--- src/rtl/vld_pkg.sv ---
`timescale 1ns/1ps
package vld_pkg;

  typedef enum logic {
    LD_IDLE = 1'b0,
    LD_RUN  = 1'b1
  } ld_state_e;

  // Element count after applying the register length limit.
  function automatic int unsigned clamp_len(int unsigned req, int unsigned lim);
    return (req > lim) ? lim : req;
  endfunction

endpackage

--- src/rtl/vld_addr_gen.sv ---
`timescale 1ns/1ps
module vld_addr_gen #(
  parameter int ADDR_W = 16,
  parameter int LEN_W  = 7
) (
  input  logic              clk,
  input  logic              rst_n,
  input  logic              load,
  input  logic [ADDR_W-1:0] base,
  input  logic [ADDR_W-1:0] stride,
  input  logic              advance,
  output logic [ADDR_W-1:0] cur_addr,
  output logic [LEN_W-1:0]  cur_idx
);

  logic [ADDR_W-1:0] stride_q;

  // Next element address, modulo 2^ADDR_W.
  function automatic logic [ADDR_W-1:0] step_addr(logic [ADDR_W-1:0] a,
                                                  logic [ADDR_W-1:0] s);
    return a + s;
  endfunction

  always_ff @(posedge clk or negedge rst_n) begin
    if (!rst_n) begin
      cur_addr <= '0;
      cur_idx  <= '0;
      stride_q <= '0;
    end else if (load) begin
      cur_addr <= base;
      cur_idx  <= '0;
      stride_q <= stride;
    end else if (advance) begin
      cur_addr <= step_addr(cur_addr, stride_q);
      cur_idx  <= cur_idx + LEN_W'(1);
    end
  end

endmodule

--- src/rtl/vld_bank_timer.sv ---
`timescale 1ns/1ps
module vld_bank_timer #(
  parameter int NUM_BANKS = 16,
  parameter int BUSY      = 4,
  localparam int BANK_W   = $clog2(NUM_BANKS),
  localparam int CNT_W    = $clog2(BUSY + 1)
) (
  input  logic                 clk,
  input  logic                 rst_n,
  input  logic                 claim,
  input  logic [BANK_W-1:0]    claim_bank,
  output logic [NUM_BANKS-1:0] bank_free
);

  for (genvar g = 0; g < NUM_BANKS; g++) begin : g_bank
    logic [CNT_W-1:0] remain;
    logic             hit;

    assign hit = claim && (claim_bank == BANK_W'(g));

    always_ff @(posedge clk or negedge rst_n) begin
      if (!rst_n)
        remain <= '0;
      else if (hit)
        remain <= CNT_W'(BUSY - 1);
      else if (remain != '0)
        remain <= remain - CNT_W'(1);
    end

    assign bank_free[g] = (remain == '0);
  end

endmodule

--- src/rtl/vld_return_pipe.sv ---
`timescale 1ns/1ps
module vld_return_pipe #(
  parameter int LAT   = 12,
  parameter int IDX_W = 6
) (
  input  logic             clk,
  input  logic             rst_n,
  input  logic             push,
  input  logic [IDX_W-1:0] push_idx,
  output logic             out_valid,
  output logic [IDX_W-1:0] out_idx
);

  logic [LAT-1:0]            vld_q;
  logic [LAT-1:0][IDX_W-1:0] tag_q;

  if (LAT == 1) begin : g_single
    always_ff @(posedge clk or negedge rst_n) begin
      if (!rst_n) begin
        vld_q <= '0;
        tag_q <= '0;
      end else begin
        vld_q[0] <= push;
        tag_q[0] <= push_idx;
      end
    end
  end else begin : g_chain
    always_ff @(posedge clk or negedge rst_n) begin
      if (!rst_n) begin
        vld_q <= '0;
        tag_q <= '0;
      end else begin
        vld_q <= {vld_q[LAT-2:0], push};
        tag_q <= {tag_q[LAT-2:0], push_idx};
      end
    end
  end

  assign out_valid = vld_q[LAT-1];
  assign out_idx   = tag_q[LAT-1];

endmodule

--- src/rtl/vld_strided_loader.sv ---
`timescale 1ns/1ps
module vld_strided_loader #(
  parameter int ADDR_W    = 16,
  parameter int DATA_W    = 32,
  parameter int NUM_BANKS = 16,
  parameter int BANK_BUSY = 4,
  parameter int MEM_LAT   = 12,
  parameter int VLEN_MAX  = 64,
  localparam int LEN_W    = $clog2(VLEN_MAX + 1),
  localparam int IDX_W    = $clog2(VLEN_MAX),
  localparam int BANK_W   = $clog2(NUM_BANKS)
) (
  input  logic              clk,
  input  logic              rst_n,
  input  logic              start,
  input  logic [ADDR_W-1:0] base_addr,
  input  logic [ADDR_W-1:0] stride,
  input  logic [LEN_W-1:0]  vec_len,
  input  logic [DATA_W-1:0] rsp_data,
  output logic              busy,
  output logic              done,
  output logic              req_valid,
  output logic [ADDR_W-1:0] req_addr,
  output logic              wr_en,
  output logic [IDX_W-1:0]  wr_idx,
  output logic [DATA_W-1:0] wr_data
);
  import vld_pkg::*;

  function automatic logic [BANK_W-1:0] bank_of(logic [ADDR_W-1:0] a);
    return a[BANK_W-1:0];
  endfunction

  ld_state_e          state_q;
  logic [LEN_W-1:0]   len_q;
  logic [LEN_W-1:0]   len_eff;
  logic [ADDR_W-1:0]  cur_addr;
  logic [LEN_W-1:0]   cur_idx;
  logic [NUM_BANKS-1:0] bank_free;
  logic [BANK_W-1:0]  bank_sel;
  logic               pending;
  logic               start_acc;
  logic               issue_fire;
  logic               ret_fire;
  logic [IDX_W-1:0]   ret_idx;
  logic               last_ret;
  logic               empty_start;
  logic               done_q;

  assign len_eff     = LEN_W'(clamp_len(int'(vec_len), VLEN_MAX));
  assign start_acc   = start && (state_q == LD_IDLE);
  assign empty_start = start_acc && (len_eff == '0);

  vld_addr_gen #(
    .ADDR_W(ADDR_W),
    .LEN_W (LEN_W)
  ) u_agen (
    .clk     (clk),
    .rst_n   (rst_n),
    .load    (start_acc),
    .base    (base_addr),
    .stride  (stride),
    .advance (issue_fire),
    .cur_addr(cur_addr),
    .cur_idx (cur_idx)
  );

  assign pending    = (state_q == LD_RUN) && (cur_idx < len_q);
  assign bank_sel   = bank_of(cur_addr);
  assign issue_fire = pending && bank_free[bank_sel];

  vld_bank_timer #(
    .NUM_BANKS(NUM_BANKS),
    .BUSY     (BANK_BUSY)
  ) u_banks (
    .clk       (clk),
    .rst_n     (rst_n),
    .claim     (issue_fire),
    .claim_bank(bank_sel),
    .bank_free (bank_free)
  );

  vld_return_pipe #(
    .LAT  (MEM_LAT),
    .IDX_W(IDX_W)
  ) u_ret (
    .clk      (clk),
    .rst_n    (rst_n),
    .push     (issue_fire),
    .push_idx (cur_idx[IDX_W-1:0]),
    .out_valid(ret_fire),
    .out_idx  (ret_idx)
  );

  assign last_ret = ret_fire && (LEN_W'(ret_idx) == (len_q - LEN_W'(1)));

  always_ff @(posedge clk or negedge rst_n) begin
    if (!rst_n) begin
      state_q <= LD_IDLE;
      len_q   <= '0;
      done_q  <= 1'b0;
    end else begin
      done_q <= empty_start || last_ret;
      if (start_acc) begin
        len_q <= len_eff;
        if (len_eff != '0) state_q <= LD_RUN;
      end else if (last_ret) begin
        state_q <= LD_IDLE;
      end
    end
  end

  assign busy      = (state_q == LD_RUN);
  assign done      = done_q;
  assign req_valid = issue_fire;
  assign req_addr  = cur_addr;
  assign wr_en     = ret_fire;
  assign wr_idx    = ret_idx;
  assign wr_data   = rsp_data;

endmodule

--- config.mk ---
export PLATFORM = sky130hd
export DESIGN_NAME = vld_strided_loader
export DESIGN_NICKNAME = d
export VERILOG_FILES = /design/src/rtl/vld_pkg.sv /design/src/rtl/vld_addr_gen.sv /design/src/rtl/vld_bank_timer.sv /design/src/rtl/vld_return_pipe.sv /design/src/rtl/vld_strided_loader.sv
export SDC_FILE = /design/constraint.sdc
export NUM_CORES = 1
export LEC_CHECK = 0
export BUFFER_PORTS_ARGS = -buffer_cell sky130_fd_sc_hd__buf_2
export CAP_MARGIN = 25
export CORE_MARGIN = 5
export CORE_UTILIZATION = 40
export CTS_CLUSTER_SIZE = 25
export DETAILED_ROUTE_END_ITERATION = 6
export SLEW_MARGIN = 20
export SYNTH_ARGS = -nofsm -noshare
export SYNTH_HDL_FRONTEND = slang
export SYNTH_HIERARCHICAL = 1
export SYNTH_SLANG_ARGS = --single-unit
--- constraint.sdc ---
create_clock -name clk -period 2.47 [get_ports clk]
set_input_delay 0.247 -clock clk [delete_from_list [all_inputs] [get_ports clk]]
set_output_delay 0.247 -clock clk [all_outputs]
set_load 0.03 [all_outputs]
==> results.json <==
{
  "clk_latency_ns": 0.44,
  "drive_gt1_frac": 0.421,
  "synth-seq-cells": 180,
  "cp-start-kind": "flop",
  "p_seq_frac": 0.320,
  "yosysTopAreaCellShare": 0.536,
  "yosysWarnings": 6,
  "status": "finished with violations",
  "clockBufferDepth": 2,
  "critPathMaxFanout": 7,
  "grt_setup_unrepaired": "yes",
  "worst_slack_ns": -0.313,
  "r2r_slack_ns": -0.31,
  "slew_headroom": 0.633,
  "dp.cells": 1096,
  "clock-root-buffer": "clkbuf_16",
  "placed_area_um2": 9710,
  "cts.reportedPaths.clkPinSlew_ns": 0.07,
  "tightest_slew_ns": 0.551,
  "drc": 0,
  "synth_edf_count": 0,
  "post-route-util": 0.524,
  "slowest_delay_ns": 0.47,
  "initial_core_util": 0.403,
  "dp_hpwl_um": 13300,
  "cpMostUsedCell": "buf_12",
  "p_leak_nw": 5.11,
  "synth_area_um2": 8410,
  "min_path_cells": 2,
  "mostFrequentLayoutCells": "dfrtp_1, buf_4, buf_2",
  "hold_class": "primary input to flop",
  "design.die.area_um2": 24000,
  "final_common_cell": "dfrtp_1",
  "cp_top_family": "multiplexers",
  "power_frac_clock": 0.178,
  "core_area_um2": 20900,
  "tns_ns": -10.61,
  "synth_nets": 844,
  "hold_violations": 0,
  "cts_num_sinks": 180,
  "ios": 132,
  "antenna_found_initial": 0,
  "cp_num_cells": 13,
  "num_rows": 53,
  "via_per_inst": 5.04,
  "holdWs_ns": 0.0277,
  "swShare": 0.382,
  "slowest_stage": "mux4_2",
  "dp_slack_ns": -0.194,
  "power_density_nw_per_um2": 1470,
  "period_minus_slack_ns": 2.78,
  "worstSetupEndpointType": "flop",
  "period_share": 1.13,
  "setup_viol": 64,
  "fmax_mhz": 359,
  "switchingPower_mw": 6.11,
  "synth_async_sr_flop_share": 1.00,
  "first_pass_iters": 5,
  "fin_area_um2": 10900,
  "intPower_mw": 9.91,
  "cp_cell_sequence": "inv_2, ha_4, nor2b_4, mux4_2, mux4_2, o311a_4, buf_12, buf_12, buf_12, nand4_1, buf_4, xor2_1, nor2_1",
  "antenna_left": 0,
  "layout.cells.non_filler": 1158,
  "final_nets": 1000,
  "netlist_instances": 714,
  "violations": "negative setup slack",
  "min_to": "u_agen/cur_addr[6]",
  "power.total_mw": 16.0,
  "ys.flop_type": "dfrtp_1",
  "crit_arrival_ns": 3.09,
  "yosys-top-cells-area": "dfrtp_1, ha_1, buf_4, mux2_2, nor2_1",
  "synth_top_area_cell": "dfrtp_1",
  "overflow": 0,
  "critPathBufInv": 5,
  "port_buffers": 67,
  "wl_um": 18500,
  "cts-buffers-inserted": 17,
  "combPwrFrac": 0.502,
  "wire_per_inst_um": 16.0,
  "diodes": 0,
  "drt_iter0_markers": 331,
  "worstHoldStart": "base_addr[6]",
  "skew_ns": 0.0179,
  "die_h_um": 155,
  "r2r-start": "u_banks/g_bank[5].remain[1]",
  "finalWeightedCongestion": 0.878,
  "synth_cell_types": 66,
  "first_global_vias": 6229,
  "cts_max_level": 4,
  "crit_type": "flop to flop",
  "grt_start_max_net_pins": 67,
  "reg2reg_to": "u_agen/cur_idx[4]",
  "dieWidth_um": 155,
  "synth_area_per_cell_um2": 11.8,
  "drv_slew": 0,
  "ir_worst_vdd_mv": 0.644,
  "crit_required_ns": 2.78,
  "cts_tree": "done",
  "area_growth_pct": 30.1,
  "synth-seq-area-share": 0.536,
  "vias": 5832,
  "drv_cap": 0,
  "grt_pass1_wl_um": 30400,
  "reg2regPathDepth": 13,
  "grtUsageTotal": 0.155
}
==> repair_timing <==
item | CTS | global route
pin swaps | 2 | 35
buffers inserted | 7 | 21
cloned | 0 | 1
endpoints found under the setup margin | 45 | 66
hold endpoints to repair | 51 | 0
resized for setup | 21 | 69
hold buffers | 1 | 0
==> flip-flops by register name, summed over array words and instances, names as in the netlist <==
signal / count
done: 1
len_q: 7
u_agen/cur_addr: 16
u_ret/vld_q: 12
u_agen/cur_idx: 7
u_ret/tag_q: 66
busy: 1
u_ret/out_idx: 6
u_agen/stride_q: 16
u_banks/g_bank.remain: 48
==> layout make-up <==
type	instances	area (µm²)
flip-flops and latches	180	4510
clock buffers	17	425
repair buffers	189	1380
clock inverters	15	228
multi-input cells	435	3870
fillers	1825	9950
inverters	47	176
well taps	275	344
==> routing by layer <==
metal | share of wire | global-route usage | up-vias
met5 | 0 | 0.00414 | -
met3 | 0.051 | 0.0409 | 22
li1 | - | - | 2739
met2 | 0.52 | 0.266 | 156
met4 | 0.014 | 0.0467 | 0
met1 | 0.42 | 0.193 | 2915
==> power groups by stage <==
stage	sequential, mW	combinational [mW]	clock, mW
2_1_floorplan	5.21	4.53	0
3_3_place_gp	5.07	6.63	0
3_5_place_dp	5.16	7.04	0
4_1_cts	5.12	7.32	2.94
5_1_grt	5.28	8.82	3.06
6_report	5.13	8.05	2.85
==> cell families (layout without fill, tap and decap cells) <==
kind of cell / after synthesis / count (layout) / share of synthesized area
AO/OA/AOI/OAI: 98 / 98 / 0.0852
AND/OR/NAND/NOR: 191 / 192 / 0.115
XOR/XNOR: 34 / 34 / 0.0354
flip-flops: 180 / 180 / 0.536
adder cells (fa/ha/maj): 56 / 56 / 0.0842
buffers and inverters: 100 / 268 / 0.0671
multiplexers: 55 / 55 / 0.0772
==> synth_stat cells (11+ instances only) <==
library cell	n
a21oi_1	11
buf_4	42
dfrtp_1	180
ha_1	55
inv_1	47
mux2_2	28
mux2i_1	21
nand2_1	36
nand3_1	11
nor2_1	58
nor2b_1	21
o21ai_0	26
xnor2_1	24
==> worst max path at each step <==
stage / to / from
global route: u_agen/cur_idx[4] / u_banks/g_bank[7].remain[1]
global placement: u_agen/cur_addr[14] / u_agen/cur_addr[0]
detailed placement: u_agen/cur_addr[11] / u_banks/g_bank[5].remain[1]
finish: u_agen/cur_idx[4] / u_banks/g_bank[5].remain[1]
floorplan: u_agen/cur_addr[11] / u_banks/g_bank[14].remain[1]
CTS: req_valid / u_banks/g_bank[11].remain[1]
Note: power is estimated with default switching activity, not from simulation.
